--- src/rtl/can_gcfg_pkg.sv ---
package can_gcfg_pkg;
  localparam int CFG_W     = 16;
  localparam int BIT_EN    = 0;
  localparam int BIT_TXPOL = 1;
  localparam int BIT_RXPOL = 2;
  localparam logic [CFG_W-1:0] IMPL_MASK =
    (CFG_W'(1) << BIT_EN) | (CFG_W'(1) << BIT_TXPOL) | (CFG_W'(1) << BIT_RXPOL);
  localparam int ERR_W     = 8;
  localparam int ERR_N     = 2;

  typedef struct packed {
    logic rx_pol;
    logic tx_pol;
    logic en;
  } cfg_t;
endpackage

--- src/rtl/gcfg_reg.sv ---
module gcfg_reg
  import can_gcfg_pkg::*;
#(
  parameter int W = CFG_W
) (
  input  logic         clk,
  input  logic         rst_n,
  input  logic         wr_en,
  input  logic [W-1:0] wr_data,
  output logic [W-1:0] rd_data,
  output cfg_t         cfg
);
  logic [W-1:0] word_q;
  logic [W-1:0] word_d;

  always_comb begin
    word_d = word_q;
    if (wr_en) begin
      word_d = wr_data & IMPL_MASK;
    end
  end

  always_ff @(posedge clk or negedge rst_n) begin
    if (!rst_n) begin
      word_q <= '0;
    end else begin
      word_q <= word_d;
    end
  end

  assign rd_data    = word_q;
  assign cfg.en     = word_q[BIT_EN];
  assign cfg.tx_pol = word_q[BIT_TXPOL];
  assign cfg.rx_pol = word_q[BIT_RXPOL];

  AST_WRITE_READBACK: assert property (@(posedge clk) disable iff (!rst_n)
    wr_en |=> rd_data == ($past(wr_data) & IMPL_MASK));
  AST_RSVD_READ_ZERO: assert property (@(posedge clk) disable iff (!rst_n)
    wr_en |=> (rd_data & ~IMPL_MASK) == '0);
endmodule

--- src/rtl/gcfg_seq.sv ---
module gcfg_seq (
  input  logic clk,
  input  logic rst_n,
  input  logic cfg_en_i,
  output logic run_o,
  output logic clk_en_o,
  output logic clr_o
);
  logic en_dly_q;
  logic en_dly_d;

  always_comb begin
    en_dly_d = cfg_en_i;
  end

  always_ff @(posedge clk or negedge rst_n) begin
    if (!rst_n) begin
      en_dly_q <= 1'b0;
    end else begin
      en_dly_q <= en_dly_d;
    end
  end

  assign clk_en_o = cfg_en_i | en_dly_q;
  assign run_o    = cfg_en_i & en_dly_q;
  assign clr_o    = ~run_o;

  AST_EN_CLK_BEFORE_RUN: assert property (@(posedge clk) disable iff (!rst_n)
    $rose(cfg_en_i) |-> clk_en_o && clr_o);
  AST_EN_RUN_NEXT: assert property (@(posedge clk) disable iff (!rst_n)
    cfg_en_i && $past(cfg_en_i) |-> run_o && !clr_o);
  AST_DIS_CLK_HOLD: assert property (@(posedge clk) disable iff (!rst_n)
    $fell(cfg_en_i) |-> clk_en_o && clr_o && !run_o);
  AST_DIS_CLK_DROP: assert property (@(posedge clk) disable iff (!rst_n)
    $fell(cfg_en_i) ##1 !cfg_en_i |-> !clk_en_o);
endmodule

--- src/rtl/gcfg_pins.sv ---
module gcfg_pins (
  input  logic clk,
  input  logic rst_n,
  input  logic run_i,
  input  logic tx_pol_i,
  input  logic rx_pol_i,
  input  logic core_tx_i,
  input  logic pin_rx_i,
  output logic pin_tx_o,
  output logic core_rx_o
);
  logic tx_q, tx_d;
  logic rx_q, rx_d;
  logic tx_core_lvl;

  always_comb begin
    tx_core_lvl = run_i ? core_tx_i : 1'b1;
    tx_d        = tx_core_lvl ^ tx_pol_i;
    rx_d        = run_i ? (pin_rx_i ^ rx_pol_i) : 1'b1;
  end

  always_ff @(posedge clk or negedge rst_n) begin
    if (!rst_n) begin
      tx_q <= 1'b1;
      rx_q <= 1'b1;
    end else begin
      tx_q <= tx_d;
      rx_q <= rx_d;
    end
  end

  assign pin_tx_o  = tx_q;
  assign core_rx_o = rx_q;

  AST_TX_RUN_POL: assert property (@(posedge clk) disable iff (!rst_n)
    run_i |=> pin_tx_o == ($past(core_tx_i) ^ $past(tx_pol_i)));
  AST_RX_RUN_POL: assert property (@(posedge clk) disable iff (!rst_n)
    run_i |=> core_rx_o == ($past(pin_rx_i) ^ $past(rx_pol_i)));
  AST_TX_IDLE_RECESSIVE: assert property (@(posedge clk) disable iff (!rst_n)
    !run_i |=> pin_tx_o == !$past(tx_pol_i));
  AST_RX_IDLE_RECESSIVE: assert property (@(posedge clk) disable iff (!rst_n)
    !run_i |=> core_rx_o);
endmodule

--- src/rtl/gcfg_errcnt.sv ---
module gcfg_errcnt
  import can_gcfg_pkg::*;
#(
  parameter int N = ERR_N,
  parameter int W = ERR_W
) (
  input  logic                clk,
  input  logic                rst_n,
  input  logic                clr_i,
  input  logic [N-1:0]        load_i,
  input  logic [N-1:0][W-1:0] val_i,
  output logic [N-1:0][W-1:0] cnt_o
);
  for (genvar g = 0; g < N; g++) begin : g_cnt
    logic [W-1:0] cnt_q;
    logic [W-1:0] cnt_d;

    always_comb begin
      cnt_d = cnt_q;
      if (clr_i) begin
        cnt_d = '0;
      end else if (load_i[g]) begin
        cnt_d = val_i[g];
      end
    end

    always_ff @(posedge clk or negedge rst_n) begin
      if (!rst_n) begin
        cnt_q <= '0;
      end else begin
        cnt_q <= cnt_d;
      end
    end

    assign cnt_o[g] = cnt_q;

    AST_CNT_CLEARED: assert property (@(posedge clk) disable iff (!rst_n)
      clr_i |=> cnt_o[g] == '0);
    AST_CNT_LOADED: assert property (@(posedge clk) disable iff (!rst_n)
      !clr_i && load_i[g] |=> cnt_o[g] == $past(val_i[g]));
  end
endmodule

--- src/rtl/can_gcfg.sv ---
module can_gcfg
  import can_gcfg_pkg::*;
(
  input  logic             clk,
  input  logic             rst_n,
  input  logic             cfg_wr,
  input  logic [CFG_W-1:0] cfg_wdata,
  output logic [CFG_W-1:0] cfg_rdata,
  input  logic             core_tx_bit,
  output logic             core_rx_bit,
  output logic             can_tx_pin,
  input  logic             can_rx_pin,
  output logic             core_run,
  output logic             core_clk_en,
  output logic             core_clr,
  input  logic             txerr_load,
  input  logic [ERR_W-1:0] txerr_val,
  input  logic             rxerr_load,
  input  logic [ERR_W-1:0] rxerr_val,
  output logic [ERR_W-1:0] txerr_cnt,
  output logic [ERR_W-1:0] rxerr_cnt
);
  logic rst_s1_q, rst_s2_q;
  cfg_t cfg;
  logic run, clr;
  logic [ERR_N-1:0]            cnt_load;
  logic [ERR_N-1:0][ERR_W-1:0] cnt_val;
  logic [ERR_N-1:0][ERR_W-1:0] cnt_out;

  always_ff @(posedge clk or negedge rst_n) begin
    if (!rst_n) begin
      rst_s1_q <= 1'b0;
      rst_s2_q <= 1'b0;
    end else begin
      rst_s1_q <= 1'b1;
      rst_s2_q <= rst_s1_q;
    end
  end

  gcfg_reg #(.W(CFG_W)) u_reg (
    .clk     (clk),
    .rst_n   (rst_s2_q),
    .wr_en   (cfg_wr),
    .wr_data (cfg_wdata),
    .rd_data (cfg_rdata),
    .cfg     (cfg)
  );

  gcfg_seq u_seq (
    .clk      (clk),
    .rst_n    (rst_s2_q),
    .cfg_en_i (cfg.en),
    .run_o    (run),
    .clk_en_o (core_clk_en),
    .clr_o    (clr)
  );

  gcfg_pins u_pins (
    .clk       (clk),
    .rst_n     (rst_s2_q),
    .run_i     (run),
    .tx_pol_i  (cfg.tx_pol),
    .rx_pol_i  (cfg.rx_pol),
    .core_tx_i (core_tx_bit),
    .pin_rx_i  (can_rx_pin),
    .pin_tx_o  (can_tx_pin),
    .core_rx_o (core_rx_bit)
  );

  assign cnt_load = {rxerr_load, txerr_load};
  assign cnt_val  = {rxerr_val, txerr_val};

  gcfg_errcnt #(.N(ERR_N), .W(ERR_W)) u_err (
    .clk    (clk),
    .rst_n  (rst_s2_q),
    .clr_i  (clr),
    .load_i (cnt_load),
    .val_i  (cnt_val),
    .cnt_o  (cnt_out)
  );

  assign txerr_cnt = cnt_out[0];
  assign rxerr_cnt = cnt_out[1];
  assign core_run  = run;
  assign core_clr  = clr;
endmodule

--- config.mk ---
export PLATFORM = sky130hd
export DESIGN_NAME = can_gcfg
export DESIGN_NICKNAME = d
export VERILOG_FILES = /design/src/rtl/can_gcfg_pkg.sv /design/src/rtl/gcfg_reg.sv /design/src/rtl/gcfg_seq.sv /design/src/rtl/gcfg_pins.sv /design/src/rtl/gcfg_errcnt.sv /design/src/rtl/can_gcfg.sv
export SDC_FILE = /design/constraint.sdc
export NUM_CORES = 1
export LEC_CHECK = 0
export BUFFER_PORTS_ARGS = -buffer_cell sky130_fd_sc_hd__buf_2
export CORE_UTILIZATION = 30
export CTS_CLUSTER_DIAMETER = 40
export DETAILED_ROUTE_END_ITERATION = 8
export GPL_TIMING_DRIVEN = 0
export PLACE_DENSITY = 0.74
export SLEW_MARGIN = 5
export SYNTH_ARGS = -nofsm -noshare
export SYNTH_HDL_FRONTEND = slang
export SYNTH_SLANG_ARGS = --single-unit
--- constraint.sdc ---
create_clock -name clk -period 1.1 [get_ports clk]
set_input_delay 0.22 -clock clk [delete_from_list [all_inputs] [get_ports clk]]
set_output_delay 0.22 -clock clk [all_outputs]
set_load 0.01 [all_outputs]
==> parameters.txt <==
Parameter                              Value

Outcome
  Run status ... complete, but fails checks
  Violated checks ... negative setup slack

Synthesis
  Yosys warning total ... 0
  Average instance area after synthesis ... 12.21 um2
  Proportion of register bits with asynchronous set or reset after synthesis ... 1.000
  Synth area leader ... dfrtp_1
  Flip-flop and latch count after synthesis ... 24
  Predominant post-synthesis flop cell ... dfrtp_1
  Cells after synthesis ... 87
  Commonest cells in the synthesized netlist ... dfrtp_1 (22), buf_4 (18), mux2i_1 (16), nor2_1 (16), mux2_1 (3)
  Dominant cells by area after synthesis ... dfrtp_1 (52%), mux2i_1 (15%), buf_4 (13%)
  Cell variety after synth ... 15
  Post-synthesis instance area ... 1062 um2
  Count of flip-flops with a built-in enable after synthesis ... 0
  Sequential fraction of the synthesis area ... 0.5677
  Top cell type's share of synthesized area ... 0.5183
  Most common cell in the netlist ... dfrtp_1

Critical path
  Origin of the worst setup path ... u_seq.en_dly_q
  Largest stage delay on the critical path ... 450 ps
  Critical Path End ... core_clk_en
  Worst reg2reg path depth ... 4
  Worst Path Class, Setup ... register to output port
  Critical path startpoint category ... register
  Sum of buffers and inverters on the critical path ... 1
  Worst setup EP type ... output port
  Crit path max fanout ... 3
  Origin of the critical flop-to-flop path ... u_reg.rd_data[0]
  Arr. time, crit path ... 1110 ps
  Largest delay contributor family on the critical path ... flip-flops
  Endpoint of the worst register-to-register path ... u_err.g_cnt[1].cnt_q[5]
  Reg-to-reg setup timing slack ... 90 ps
  Required time of the critical path ... 880 ps
  Cell with the biggest individual delay on the critical path ... dfrtp_1
  Sequence of cells on the critical path ... or2_1 > buf_2
  Cell depth of the worst setup path ... 2

GRT
  Tot GR Track Use ... 0.1011
  Largest net degree at the start of global routing ... 23
  Antenna violations before repair ... 0
  Via count of the first global-routing pass ... 656
  Overflow after GRT ... 0
  First-pass GRT wire length ... 2.760 mm

Clock tree
  CTS H-Tree Depth ... 1
  Worst-skew pair later-pin latency ... 300 ps
  Clock buffers created by TritonCTS ... 3
  TritonCTS sink count ... 24
  Clock transition at the registers of the reported paths ... 120 ps
  Root Buffer ... clkbuf_4
  Clock tree from TritonCTS ... built
  CTS max path bufs ... 2

Pwr
  Maximum ir drop on the vdd rail ... 0.5866 mV
  Power share of the clock group ... 0.215
  Gate power share ... 0.224
  Switching Power ... 453.7 uW
  Int Power ... 1315 uW
  Share of total power consumed by net switching ... 0.2566
  Leakage ... 0.0008722 uW
  Pwr per Cell Area ... 1156 nW/um2
  Sequential share of power ... 0.562

Run
  Count of max-cap constraint violations ... 0

Routing
  Routed length on met3 ... 142 um
  Detail Route met2 WL ... 925 um
  Uppermost signal routing layer after detailed routing ... met3
  Detailed-router iteration count before antenna repair ... 4
  Drt total wl ... 1.894 mm
  Wire per inst ... 9.330 um
  Vias per cell ... 3.857
  Iteration-0 DRC Markers ... 10
  Via count ... 783
  Met1 wire length ... 826 um
  Number of routed nets with antenna violations ... 0
  Number of remaining DRC errors ... 0

Timing
  Final Hold Vio Count ... 0
  Count of final max-slew check failures ... 0
  Worst clock skew ... 5.606 ps
  Fmax ... 749.7 MHz
  Setup-failing EPs final ... 6
  Total negative slack for setup checks ... -757.6 ps
  Least setup slack across all paths after layout ... -233.9 ps
  Shortest clock period the worst path allows after layout ... 1334 ps
  Final worst-path cycle share ... 1.213
  Unrepaired setup endpoints after global routing ... yes

Die
  Cell Rows ... 21
  Core box area ... 3363 um2
  Height of the die ... 61.51 um
  Overall die area ... 3783 um2
  Ports ... 76
  Chip Width ... 61.51 um
  Effective utilization at floorplan ... 0.3158

Final layout
  Post-route non-filler standard cell count ... 203
  Total Nets Final ... 197
  Area overhead of the layout relative to synthesis ... 44.05%
  Finished Cell Area ... 1530 um2
  Layout cell share with drive strength beyond 1 ... 0.5159
  Number of diodes ... 0

Placement
  Number of placed cells counting well taps ... 192
  DPL Wire Length ... 1.392 mm
  Total cell area at the placement stage ... 1400 um2
  Count of buffers inserted at the top-level ports ... 47
  Final estimated routing congestion in global placement ... 0.6545

Min path
  Worst hold path type ... input pin to register
==> per-layer routing <==
metal,up-vias,global-route usage
met5,-,0
met4,0,0.03810
met3,0,0.02101
met2,40,0.1705
met1,356,0.1273
li1,387,-
==> logic make-up after synthesis <==
logic type / Yosys count / synth area share
simple gates: 20 / 0.08481
buf+inv: 20 / 0.1413
flops: 24 / 0.5677
mux: 19 / 0.1826
other cells: 2 / 0.007070
xor+xnor: 2 / 0.01649
==> per-stage QoR <==
step                  util  hold slack [ps]  setup slack [ps]  total power [uW]
floorplan                -           -75.59             141.7              1214
global placement    0.4163            9.622            -40.95              1335
detailed placement  0.4163            8.337            -57.03              1339
CTS                 0.4483            107.8            -249.6              1795
global route        0.4550            118.1            -292.6              1877
finish              0.4550            126.1            -233.9              1768
==> state kept, by name, summed over array words and instances, names as in the netlist <==
register,cells
rst_s2_q,1
u_seq.en_dly_q,1
u_reg.rd_data,3
u_err.g_cnt.cnt_q,16
rst_s1_q,1
u_pins.core_rx_o,1
u_pins.pin_tx_o,1
==> worst min-delay path by stage <==
stage / startpoint / end / slack [ps] / cells after the start
detailed placement: rst_n / rst_s1_q / 8 / 1
CTS: cfg_wdata[2] / u_reg.rd_data[2] / 110 / 2
global placement: rst_n / rst_s1_q / 10 / 1
global route: cfg_wdata[1] / u_reg.rd_data[1] / 120 / 2
floorplan: rst_n / rst_s1_q / -80 / 0
finish: cfg_wdata[2] / u_reg.rd_data[2] / 130 / 2
==> cells in the final DEF (no fill, tap or decap) <==
| cell type | n |
|---|---|
| buf_2 | 39 |
| buf_4 | 25 |
| dfrtp_1 | 20 |
| mux2i_1 | 16 |
| nor2_1 | 16 |
| conb_1 | 14 |
| buf_6 | 8 |
| mux2_1 | 3 |
| clkbuf_4 | 3 |
| dfrtp_2 | 2 |
| dfstp_2 | 2 |
| nand2_4 | 1 |
| nand3b_1 | 1 |
| xor2_1 | 1 |
| xnor2_1 | 1 |
| nand3_1 | 1 |
| or2_1 | 1 |
| inv_2 | 1 |
| clkbuf_1 | 1 |
| dlygate4sd3_1 | 1 |
==> power groups by stage <==
| stage | clock, uW | sequential (uW) | combinational, uW |
|---|---|---|---|
| after floorplan | 0 | 1020 | 192 |
| after global routing | 432 | 1000 | 441 |
| after CTS | 410 | 995 | 390 |
| after global placement | 0 | 1010 | 325 |
| final | 380 | 993 | 395 |
| after detailed placement | 0 | 1010 | 329 |
==> worst reg2reg max path, stage by stage, from the launching register on <==
cell	delay, ps
dfrtp_2	470
nand2_4	120
buf_4	110
buf_4	150
nor2_1	60
==> layout make-up <==
class | count | area [um2]
Fill cell | 352 | 1833
Sequential cell | 24 | 605.6
Timing Repair Buffer | 57 | 362.8
Multi-Input combinational cell | 55 | 354.1
Buffer | 16 | 120.1
Tap cell | 46 | 57.56
Clock buffer | 4 | 26.28
Inverter | 1 | 3.754
==> what timing repair did <==
action                                 CTS  global route
endpoints found under the hold margin    2             0
pin swaps                                1             1
hold buffers                             1             0
setup buffers                            7             2
setup endpoints to repair                8            35
gates resized for setup                  8             2
No activity file was read; power rests on OpenSTA's default activity.
